[src/rtl/xbe_pkg.sv]
package xbe_pkg;

  localparam int REG_W = 16;
  localparam logic [REG_W-1:0] OQ_MASK = 16'h3333;
  localparam logic [REG_W-1:0] IQ_MASK = 16'h0033;

  typedef enum logic [3:0] {
    ERR_NONE    = 4'd0,
    ERR_INV_SEL = 4'd1,
    ERR_OVF     = 4'd2,
    ERR_UNF     = 4'd3,
    ERR_TAIL_TO = 4'd4,
    ERR_DLK_TO  = 4'd5
  } err_type_e;

  typedef struct packed {
    logic      valid;
    logic [3:0] source;
    logic [3:0] channel;
    err_type_e etype;
  } first_err_t;

  localparam int FE_W = $bits(first_err_t);

  function automatic err_type_e field_type(input logic is_out, input int fld);
    err_type_e t;
    t = ERR_NONE;
    if (is_out) begin
      case (fld)
        0: t = ERR_INV_SEL;
        1: t = ERR_OVF;
        2: t = ERR_UNF;
        3: t = ERR_TAIL_TO;
        default: t = ERR_NONE;
      endcase
    end else begin
      case (fld)
        0: t = ERR_OVF;
        1: t = ERR_DLK_TO;
        default: t = ERR_NONE;
      endcase
    end
    return t;
  endfunction

endpackage

[src/rtl/xbe_rst_sync.sv]
module xbe_rst_sync (
  input  logic clk_i,
  input  logic rst_ni,
  output logic rst_no
);
  logic [1:0] sync_q;

  always_ff @(posedge clk_i or negedge rst_ni) begin
    if (!rst_ni) sync_q <= 2'b00;
    else         sync_q <= {sync_q[0], 1'b1};
  end

  assign rst_no = sync_q[1];
endmodule

[src/rtl/xbe_qerr_reg.sv]
module xbe_qerr_reg
  import xbe_pkg::*;
#(
  parameter bit IS_OUT = 1'b1
) (
  input  logic             clk_i,
  input  logic             rst_ni,
  input  logic [REG_W-1:0] hw_evt_i,
  input  logic             inj_i,
  input  logic [REG_W-1:0] inj_data_i,
  input  logic             clr_i,
  output logic [REG_W-1:0] err_o,
  output logic [REG_W-1:0] new_o
);
  localparam logic [REG_W-1:0] MASK = IS_OUT ? OQ_MASK : IQ_MASK;

  logic [REG_W-1:0] err_q, err_d, new_bits;
  logic             upd_en;

  always_comb begin
    new_bits = (hw_evt_i | (inj_i ? inj_data_i : '0)) & MASK;
    err_d    = (clr_i ? '0 : err_q) | new_bits;
    upd_en   = clr_i | (new_bits != '0);
  end

  always_ff @(posedge clk_i or negedge rst_ni) begin
    if (!rst_ni)     err_q <= '0;
    else if (upd_en) err_q <= err_d;
  end

  assign err_o = err_q;
  assign new_o = new_bits;
endmodule

[src/rtl/xbe_first_err.sv]
module xbe_first_err
  import xbe_pkg::*;
#(
  parameter int NUM_OQ = 4,
  parameter int NSRC   = 8
) (
  input  logic                       clk_i,
  input  logic                       rst_ni,
  input  logic [NSRC-1:0][REG_W-1:0] new_i,
  input  logic                       clr_req_i,
  input  logic                       errs_zero_i,
  output first_err_t                 rec_o,
  output logic                       clr_ok_o
);
  first_err_t rec_q, rec_d, cand;
  logic       hit, capture, clr_ok, upd_en;

  // Scan from the highest source down so the lowest index is written last.
  always_comb begin
    hit  = 1'b0;
    cand = '0;
    for (int s = NSRC - 1; s >= 0; s--) begin
      if (new_i[s] != '0) begin
        hit          = 1'b1;
        cand.valid   = 1'b1;
        cand.source  = 4'(s);
        for (int f = 3; f >= 0; f--) begin
          if (new_i[s][4*f +: 2] != 2'b00) begin
            cand.channel = {2'b00, new_i[s][4*f +: 2]};
            cand.etype   = field_type(s < NUM_OQ, f);
          end
        end
      end
    end
  end

  always_comb begin
    clr_ok  = rec_q.valid & clr_req_i & errs_zero_i;
    capture = hit & (~rec_q.valid | clr_ok);
    upd_en  = capture | clr_ok;
    if (capture)     rec_d = cand;
    else if (clr_ok) rec_d = '0;
    else             rec_d = rec_q;
  end

  always_ff @(posedge clk_i or negedge rst_ni) begin
    if (!rst_ni)     rec_q <= '0;
    else if (upd_en) rec_q <= rec_d;
  end

  assign rec_o    = rec_q;
  assign clr_ok_o = clr_ok;
endmodule

[src/rtl/xbe_reg_dec.sv]
module xbe_reg_dec
  import xbe_pkg::*;
#(
  parameter int NSRC        = 8,
  parameter int ADDR_W      = 6,
  parameter int CLR_BASE    = 16,
  parameter int FE_ADDR     = 32,
  parameter int FE_CLR_ADDR = 33
) (
  input  logic                       wr_i,
  input  logic [ADDR_W-1:0]          addr_i,
  input  logic [NSRC-1:0][REG_W-1:0] err_i,
  input  first_err_t                 rec_i,
  output logic [NSRC-1:0]            inj_o,
  output logic [NSRC-1:0]            clr_o,
  output logic                       fe_clr_o,
  output logic [REG_W-1:0]           rdata_o
);
  for (genvar s = 0; s < NSRC; s++) begin : g_dec
    assign inj_o[s] = wr_i && (addr_i == ADDR_W'(s));
    assign clr_o[s] = wr_i && (addr_i == ADDR_W'(CLR_BASE + s));
  end

  assign fe_clr_o = wr_i && (addr_i == ADDR_W'(FE_CLR_ADDR));

  always_comb begin
    rdata_o = '0;
    for (int s = 0; s < NSRC; s++) begin
      if (addr_i == ADDR_W'(s)) rdata_o = err_i[s];
    end
    if (addr_i == ADDR_W'(FE_ADDR)) rdata_o = {{(REG_W-FE_W){1'b0}}, rec_i};
  end
endmodule

[src/rtl/xbe_err_capture.sv]
module xbe_err_capture
  import xbe_pkg::*;
#(
  parameter int NUM_OQ      = 4,
  parameter int NUM_IQ      = 4,
  parameter int NUM_IRQ     = 2,
  parameter int ADDR_W      = 6,
  parameter int CLR_BASE    = 16,
  parameter int FE_ADDR     = 32,
  parameter int FE_CLR_ADDR = 33
) (
  input  logic                  clk_i,
  input  logic                  rst_ni,
  input  logic [2*NUM_OQ-1:0]   oq_inv_sel_i,
  input  logic [2*NUM_OQ-1:0]   oq_ovf_i,
  input  logic [2*NUM_OQ-1:0]   oq_unf_i,
  input  logic [2*NUM_OQ-1:0]   oq_tto_i,
  input  logic [2*NUM_IQ-1:0]   iq_ovf_i,
  input  logic [2*NUM_IQ-1:0]   iq_dlk_i,
  input  logic                  reg_wr_i,
  input  logic [ADDR_W-1:0]     reg_addr_i,
  input  logic [15:0]           reg_wdata_i,
  output logic [15:0]           reg_rdata_o,
  output logic [NUM_IRQ-1:0]    irq_o
);
  localparam int NSRC = NUM_OQ + NUM_IQ;

  logic                       rst_n_sync;
  logic [NSRC-1:0][REG_W-1:0] hw_evt, err_arr, new_arr;
  logic [NSRC-1:0]            inj_vec, clr_vec;
  logic                       fe_clr_req, fe_clr_ok, errs_zero;
  logic                       clr_any, new_any;
  logic [NSRC*REG_W-1:0]      err_flat;
  first_err_t                 fe_rec;

  xbe_rst_sync u_rst_sync (.clk_i(clk_i), .rst_ni(rst_ni), .rst_no(rst_n_sync));

  for (genvar q = 0; q < NUM_OQ; q++) begin : g_oq_evt
    assign hw_evt[q] = {2'b00, oq_tto_i[2*q +: 2], 2'b00, oq_unf_i[2*q +: 2],
                        2'b00, oq_ovf_i[2*q +: 2], 2'b00, oq_inv_sel_i[2*q +: 2]};
  end
  for (genvar q = 0; q < NUM_IQ; q++) begin : g_iq_evt
    assign hw_evt[NUM_OQ+q] = {10'b0, iq_dlk_i[2*q +: 2], 2'b00, iq_ovf_i[2*q +: 2]};
  end

  for (genvar s = 0; s < NSRC; s++) begin : g_q
    xbe_qerr_reg #(.IS_OUT(s < NUM_OQ)) u_qerr (
      .clk_i     (clk_i),
      .rst_ni    (rst_n_sync),
      .hw_evt_i  (hw_evt[s]),
      .inj_i     (inj_vec[s]),
      .inj_data_i(reg_wdata_i),
      .clr_i     (clr_vec[s]),
      .err_o     (err_arr[s]),
      .new_o     (new_arr[s])
    );
  end

  assign err_flat  = err_arr;
  assign errs_zero = (err_flat == '0);
  assign clr_any   = |clr_vec;
  assign new_any   = |new_arr;

  xbe_reg_dec #(
    .NSRC(NSRC), .ADDR_W(ADDR_W), .CLR_BASE(CLR_BASE),
    .FE_ADDR(FE_ADDR), .FE_CLR_ADDR(FE_CLR_ADDR)
  ) u_dec (
    .wr_i    (reg_wr_i),
    .addr_i  (reg_addr_i),
    .err_i   (err_arr),
    .rec_i   (fe_rec),
    .inj_o   (inj_vec),
    .clr_o   (clr_vec),
    .fe_clr_o(fe_clr_req),
    .rdata_o (reg_rdata_o)
  );

  xbe_first_err #(.NUM_OQ(NUM_OQ), .NSRC(NSRC)) u_first (
    .clk_i      (clk_i),
    .rst_ni     (rst_n_sync),
    .new_i      (new_arr),
    .clr_req_i  (fe_clr_req),
    .errs_zero_i(errs_zero),
    .rec_o      (fe_rec),
    .clr_ok_o   (fe_clr_ok)
  );

  assign irq_o = {NUM_IRQ{fe_rec.valid}};
endmodule

[config.mk]
export PLATFORM = sky130hd
export DESIGN_NAME = xbe_err_capture
export DESIGN_NICKNAME = d
export VERILOG_FILES = /design/src/rtl/xbe_pkg.sv /design/src/rtl/xbe_rst_sync.sv /design/src/rtl/xbe_qerr_reg.sv /design/src/rtl/xbe_first_err.sv /design/src/rtl/xbe_reg_dec.sv /design/src/rtl/xbe_err_capture.sv
export SDC_FILE = /design/constraint.sdc
export NUM_CORES = 1
export LEC_CHECK = 0
export ABC_CLOCK_PERIOD_IN_PS = 2250
export BUFFER_PORTS_ARGS = -buffer_cell sky130_fd_sc_hd__buf_2
export CAP_MARGIN = 20
export CORE_UTILIZATION = 26
export DETAILED_ROUTE_END_ITERATION = 7
export PLACE_DENSITY = 0.52
export SLEW_MARGIN = 10
export SYNTH_ARGS = -nofsm -noshare
export SYNTH_HDL_FRONTEND = slang
export SYNTH_HIERARCHICAL = 1
export SYNTH_SLANG_ARGS = --single-unit
export TNS_END_PERCENT = 50
[constraint.sdc]
create_clock -name clk_i -period 2.25 [get_ports clk_i]
set_input_delay 0.3375 -clock clk_i [delete_from_list [all_inputs] [get_ports clk_i]]
set_output_delay 0.3375 -clock clk_i [all_outputs]
set_load 0.005 [all_outputs]
==> impl_metrics.env, run 1 <==
export IMPL_via_per_inst=4.853
export IMPL_final_area_mm2=0.009761
export IMPL_grt_setup_unrepaired="true"
export IMPL_required_ns=2.51
export IMPL_fp_dieH_um=165.8
export IMPL_p_total_mw=3.466
export IMPL_setup_viol=12
export IMPL_powerDensity_mw_per_mm2=355.1
export IMPL_final_core_util_pct=37.25
export IMPL_cp_max_fo=5
export IMPL_cts_root_buf="clkbuf_16"
export IMPL_slew_viol_final=0
export IMPL_vias=7411
export IMPL_maxCapViolCount=0
export IMPL_fin_crit_sh_pct=118.7
export IMPL_ant_nets=0
export IMPL_num_rows=59
export IMPL_routed_wl_mm=27.50
export IMPL_cp_slowest_cell="a221oi_1"
export IMPL_critPathLaunchType="primary input"
export IMPL_grt_max_degree=42
export IMPL_clkTransAtPathRegs_ns=0.05
export IMPL_status="complete, but fails checks"
export IMPL_crit_chain="buf_6 -> buf_6 -> nor4b_4 -> and3_4 -> a21o_1 -> inv_1 -> buf_4 -> a221oi_1 -> buf_4 -> o311ai_0 -> o211ai_1 -> a32o_1"
export IMPL_cts_sinks=59
export IMPL_clk_latency_ns=0.33
export IMPL_synth_cells=891
export IMPL_port_buffers=82
export IMPL_place_inst=1494
export IMPL_antenna_found_initial=0
export IMPL_worst_hold_slack_ns=0.2597
export IMPL_ctsHtreeMaxLevel=3
export IMPL_place_area_mm2=0.008727
export IMPL_critPathArrivalTime_ns=2.94
export IMPL_endpoint_kind="flop"
export IMPL_ir_worst_vdd_v=0.0002406
export IMPL_grt_overflow=0
export IMPL_diodes=0
export IMPL_ys_warnings_count=6
export IMPL_period_minus_slack_ns=2.672
export IMPL_cts_tree="built"
export IMPL_slew_headroom_pct=59.08
export IMPL_worst_pin_slew_ns=0.6138
export IMPL_fillerInstances=2683
export IMPL_dr_pass1_iters=7
export IMPL_drtIter0Drc=480
export IMPL_cts_made_buffers=9
export IMPL_grt_pass1_vias=7419
export IMPL_violations="DRC, setup timing"
export IMPL_fin_worst_skew_ns=0.006907
export IMPL_grt_pass1_wl_mm=41.66
export IMPL_tns_ns=-2.323
export IMPL_dp_slack_ns=-0.9019
export IMPL_detailed_place_hpwl_mm=22.73
export IMPL_ctsLongestPathBuffers=2
export IMPL_min_path_type="flop to asynchronous set/reset pin"
export IMPL_syn_avg_cell_area_um2=7.826
export IMPL_critPathKind="primary input to flop"
export IMPL_fin_cells=1527
export IMPL_core_mm2=0.02621
export IMPL_mappedNetlistArea_mm2=0.006973
export IMPL_io_pins=91
export IMPL_die_area_mm2=0.02748
export IMPL_drive_above_1_share_pct=40.18
export IMPL_power_leakage_nw=4.302
export IMPL_area_growth_pct=39.98
export IMPL_die_w_um=165.8
export IMPL_routedWlPerCell_um=18.01
export IMPL_place_gp_congestion=0.9617
export IMPL_slowest_delay_ns=0.55
export IMPL_track_usage_pct=19.83
export IMPL_setup_ws_ns=-0.4215
export IMPL_nNetsFinal=1260
export IMPL_fmax_mhz=374.3
export IMPL_final_hold_violation_count=0
export IMPL_start_util_pct=26.61
export IMPL_drcViolationCount=5
[metal layers]
| metal | GRT usage, % | vias to the layer above | routed length (um) |
|---|---|---|---|
| met3 | 2.693 | 64 | 1669 |
| met4 | 10.20 | 0 | 1257 |
| li1 | - | 3577 | - |
| met2 | 32.54 | 275 | 12780 |
| met1 | 25.46 | 3495 | 11790 |
| met5 | 0 | - | 0 |
[final timing paths]
check                                  startpoint                      to  slack [ns]  cells after the start
setup / recovery                    reg_addr_i[3]        u_first/rec_o[4]       -0.42                     12
hold / removal               u_rst_sync/sync_q[1]  g_q[7].u_qerr/err_o[4]        0.26                      0
setup reg to reg           g_q[1].u_qerr/err_o[0]        u_first/rec_o[1]       -0.37                     11
hold reg to reg              u_rst_sync/sync_q[1]  g_q[7].u_qerr/err_o[4]        0.26                      0
max in group asynchronous    u_rst_sync/sync_q[1]  g_q[1].u_qerr/err_o[9]        1.39                      1
min in group clk_i           u_rst_sync/sync_q[0]    u_rst_sync/sync_q[1]        0.36                      0
[timing repair]
item                                    in CTS  in global routing
pin swaps                                   19                 27
setup buffers                               14                 10
endpoints found under the hold margin        2                  0
endpoints found under the setup margin      24                 24
hold buffers                                 1                  0
gates resized for setup                     66                 65
cloned                                       2                  0
[layout make-up]
class	count	area [um2]	area share, %
clock buffer	11	242.7	2.487
multi-input combinational	761	5030	51.53
clock inverter	5	52.55	0.5384
timing repair buffer	325	2422	24.82
tap	335	419.2	4.294
sequential	59	1478	15.14
inverter	31	116.4	1.192
[critical path, delay by kind of cell]
kind,cells,cell delay [ns]
AND/OR/NAND/NOR,2,0.71
AO/OA/AOI/OAI,5,1.25
buffers and inverters,5,0.63
[registers in the layout, indices dropped and copies added, names as in the netlist]
register,count
g_q.u_qerr/err_o,48
u_first/rec_o,9
u_rst_sync/sync_q,2
[where the power goes]
group	internal [mW]	leakage, nW	switching, mW
sequential	1.08	0.554	0.0236
clock	0.881	0.145	0.505
combinational	0.441	3.60	0.540
[layout by cell type (no fill, tap or decap), drive strengths merged, types with 10 or more instances in the layout]
master and count:
buf 323, conb 165, a21o 97, nor2 80
nor4 60, dfrtp 59, nand2 47, a21oi 46
o21ai 34, inv 31, nor2b 20, nor3 17
a221oi 17, a22oi 16, or4 16, nand4 14
mux2 14, clkbuf 12, o31ai 10, nand3 10
Note: power is estimated with default switching activity, not from simulation.
==> run 2: changes to the inputs <==
- PLACE_DENSITY: 0.52 -> 0.5
==> impl_metrics.env, run 2 (synthesis gave the netlist of run 1 again) <==
export IMPL_grt_pass1_vias=7301
export IMPL_ctsLongestPathBuffers=2
export IMPL_slew_viol_final=0
export IMPL_fin_crit_sh_pct=120.0
export IMPL_tns_ns=-3.293
export IMPL_grt_max_degree=40
export IMPL_grt_overflow=0
export IMPL_seqPwrFrac_pct=30.6
export IMPL_die_area_mm2=0.02748
export IMPL_required_ns=2.46
export IMPL_largest_reg_flops=48
export IMPL_clk_latency_ns=0.32
export IMPL_r2r_setup_slack_ns=-0.33
export IMPL_cts_root_buf="clkbuf_16"
export IMPL_nNetsFinal=1275
export IMPL_diodes=0
export IMPL_io_pins=91
export IMPL_fin_cells=1542
export IMPL_critPathKind="primary input to flop"
export IMPL_grt_setup_unrepaired="true"
export IMPL_final_hold_violation_count=0
export IMPL_final_core_util_pct=37.65
export IMPL_critical_path_depth=14
export IMPL_port_buffers=82
export IMPL_worst_pin_slew_ns=0.5318
export IMPL_slowest_delay_ns=0.55
export IMPL_critPathLaunchType="primary input"
export IMPL_ir_worst_vdd_v=0.0003610
export IMPL_routedWlPerCell_um=17.65
export IMPL_crit_buf_inv=4
export IMPL_grt_pass1_wl_mm=40.85
export IMPL_clkTransAtPathRegs_ns=0.06
export IMPL_ant_nets=0
export IMPL_maxCapViolCount=0
export IMPL_pwr_share_comb_pct=27.8
export IMPL_critPathArrivalTime_ns=2.90
export IMPL_p_total_mw=3.556
export IMPL_powerDensity_mw_per_mm2=360.5
export IMPL_endpoint="u_first/rec_o[1]"
export IMPL_power_leakage_nw=4.384
export IMPL_cp_max_fo=7
export IMPL_place_gp_congestion=0.9598
export IMPL_cp_slowest_cell="or4_4"
export IMPL_violations="DRC, setup timing"
export IMPL_period_minus_slack_ns=2.699
export IMPL_min_path_type="flop to asynchronous set/reset pin"
export IMPL_final_common_cell="buf_4"
export IMPL_ff2ff_path_depth=10
export IMPL_critPathLaunch="reg_addr_i[5]"
export IMPL_cts_tree="built"
export IMPL_critical_path_top_delay_family="simple AND/OR/NAND/NOR gates"
export IMPL_track_usage_pct=19.43
export IMPL_p_int_mw=2.494
export IMPL_switchingPower_mw=1.062
export IMPL_fmax_mhz=370.5
export IMPL_drive_above_1_share_pct=40.93
export IMPL_place_inst=1501
export IMPL_via_per_inst=4.798
export IMPL_final_area_mm2=0.009866
export IMPL_area_growth_pct=41.49
export IMPL_rr_endpoint="u_first/rec_o[4]"
export IMPL_vias=7398
export IMPL_dr_pass1_iters=8
export IMPL_final_cell_mix="buf_4 (233), conb_1 (165), buf_2 (76), nor2_1 (68), a21o_1 (65)"
export IMPL_drcViolationCount=3
export IMPL_num_rows=59
export IMPL_fp_dieH_um=165.8
export IMPL_core_mm2=0.02621
export IMPL_cts_made_buffers=9
export IMPL_routed_wl_mm=27.21
export IMPL_die_w_um=165.8
export IMPL_r2r_start="g_q[0].u_qerr/err_o[1]"
export IMPL_drtIter0Drc=457
export IMPL_start_util_pct=26.61
export IMPL_ctsHtreeMaxLevel=3
export IMPL_setup_viol=18
export IMPL_switching_share_pct=29.86
export IMPL_cp_common_cell="buf_4"
export IMPL_worst_hold_slack_ns=0.3147
export IMPL_p_clk_share_pct=41.5
export IMPL_status="complete, but fails checks"
export IMPL_dp_slack_ns=-0.9986
export IMPL_setup_ws_ns=-0.4493
export IMPL_fin_worst_skew_ns=0.01103
export IMPL_cts_sinks=59
export IMPL_crit_chain="buf_4 -> nor4_4 -> nand2_4 -> buf_4 -> nor2_4 -> a21o_2 -> or4_4 -> nor4_2 -> buf_4 -> nand2_4 -> o41ai_4 -> buf_6 -> a31oi_1 -> a32o_1"
export IMPL_endpoint_kind="flop"
export IMPL_place_area_mm2=0.008767
export IMPL_antenna_found_initial=0
export IMPL_slew_headroom_pct=64.54
export IMPL_detailed_place_hpwl_mm=22.59
==> run 2: changes by cell type in the layout (fill, tap and decap cells not counted), sizes merged <==
cell | previous run | this run
buf | 323 | 338
bufinv | 1 | 2
clkbuf | 12 | 11
==> run 2: layout make-up <==
type                       instances  area (um2)
timing repair buffer             340        2546
clock buffer                      10       229.0
multi-input combinational        761        4987
clock inverter                     6       90.09
tap                              335       419.2
fill                            2710       16340
sequential                        59        1478
inverter                          31       116.4
==> run 2: power by group through the flow <==
stage                     Clock (mW)  Combinational, mW  Sequential (mW)
after detailed placement           0              0.869             1.11
after floorplan                    0              0.633             1.11
final                           1.48              0.990             1.09
after global placement             0              0.871             1.11
after CTS                       1.49              0.920             1.09
after global routing            1.55               1.07             1.09
==> run 2: repair_timing <==
item / 4_1_cts / 5_1_grt
setup buffers: 17 / 13
resized for setup: 83 / 52
gates cloned: 2 / 0
hold buffers: 1 / 0
setup endpoints to repair: 24 / 24
hold endpoints to repair: 2 / 0
pin swaps: 39 / 23
==> run 2: worst min path at each step <==
stage	endpoint	slack, ns	cells past startpoint
final	g_q[6].u_qerr/err_o[5]	0.31	1
after global placement	u_rst_sync/sync_q[0]	0.13	1
after floorplan	u_rst_sync/sync_q[0]	0.04	0
after detailed placement	u_rst_sync/sync_q[0]	0.13	1
after global routing	u_rst_sync/sync_q[0]	0.33	2
after CTS	u_rst_sync/sync_q[1]	0.31	2
==> run 2: metal layers <==
| metal | track usage (%) | up-vias | routed length [um] |
|---|---|---|---|
| met2 | 32.77 | 220 | 12710 |
| met4 | 7.842 | 0 | 1071 |
| met5 | 0 | - | 0 |
| li1 | - | 3635 | - |
| met3 | 2.145 | 51 | 1229 |
| met1 | 25.32 | 3492 | 12200 |
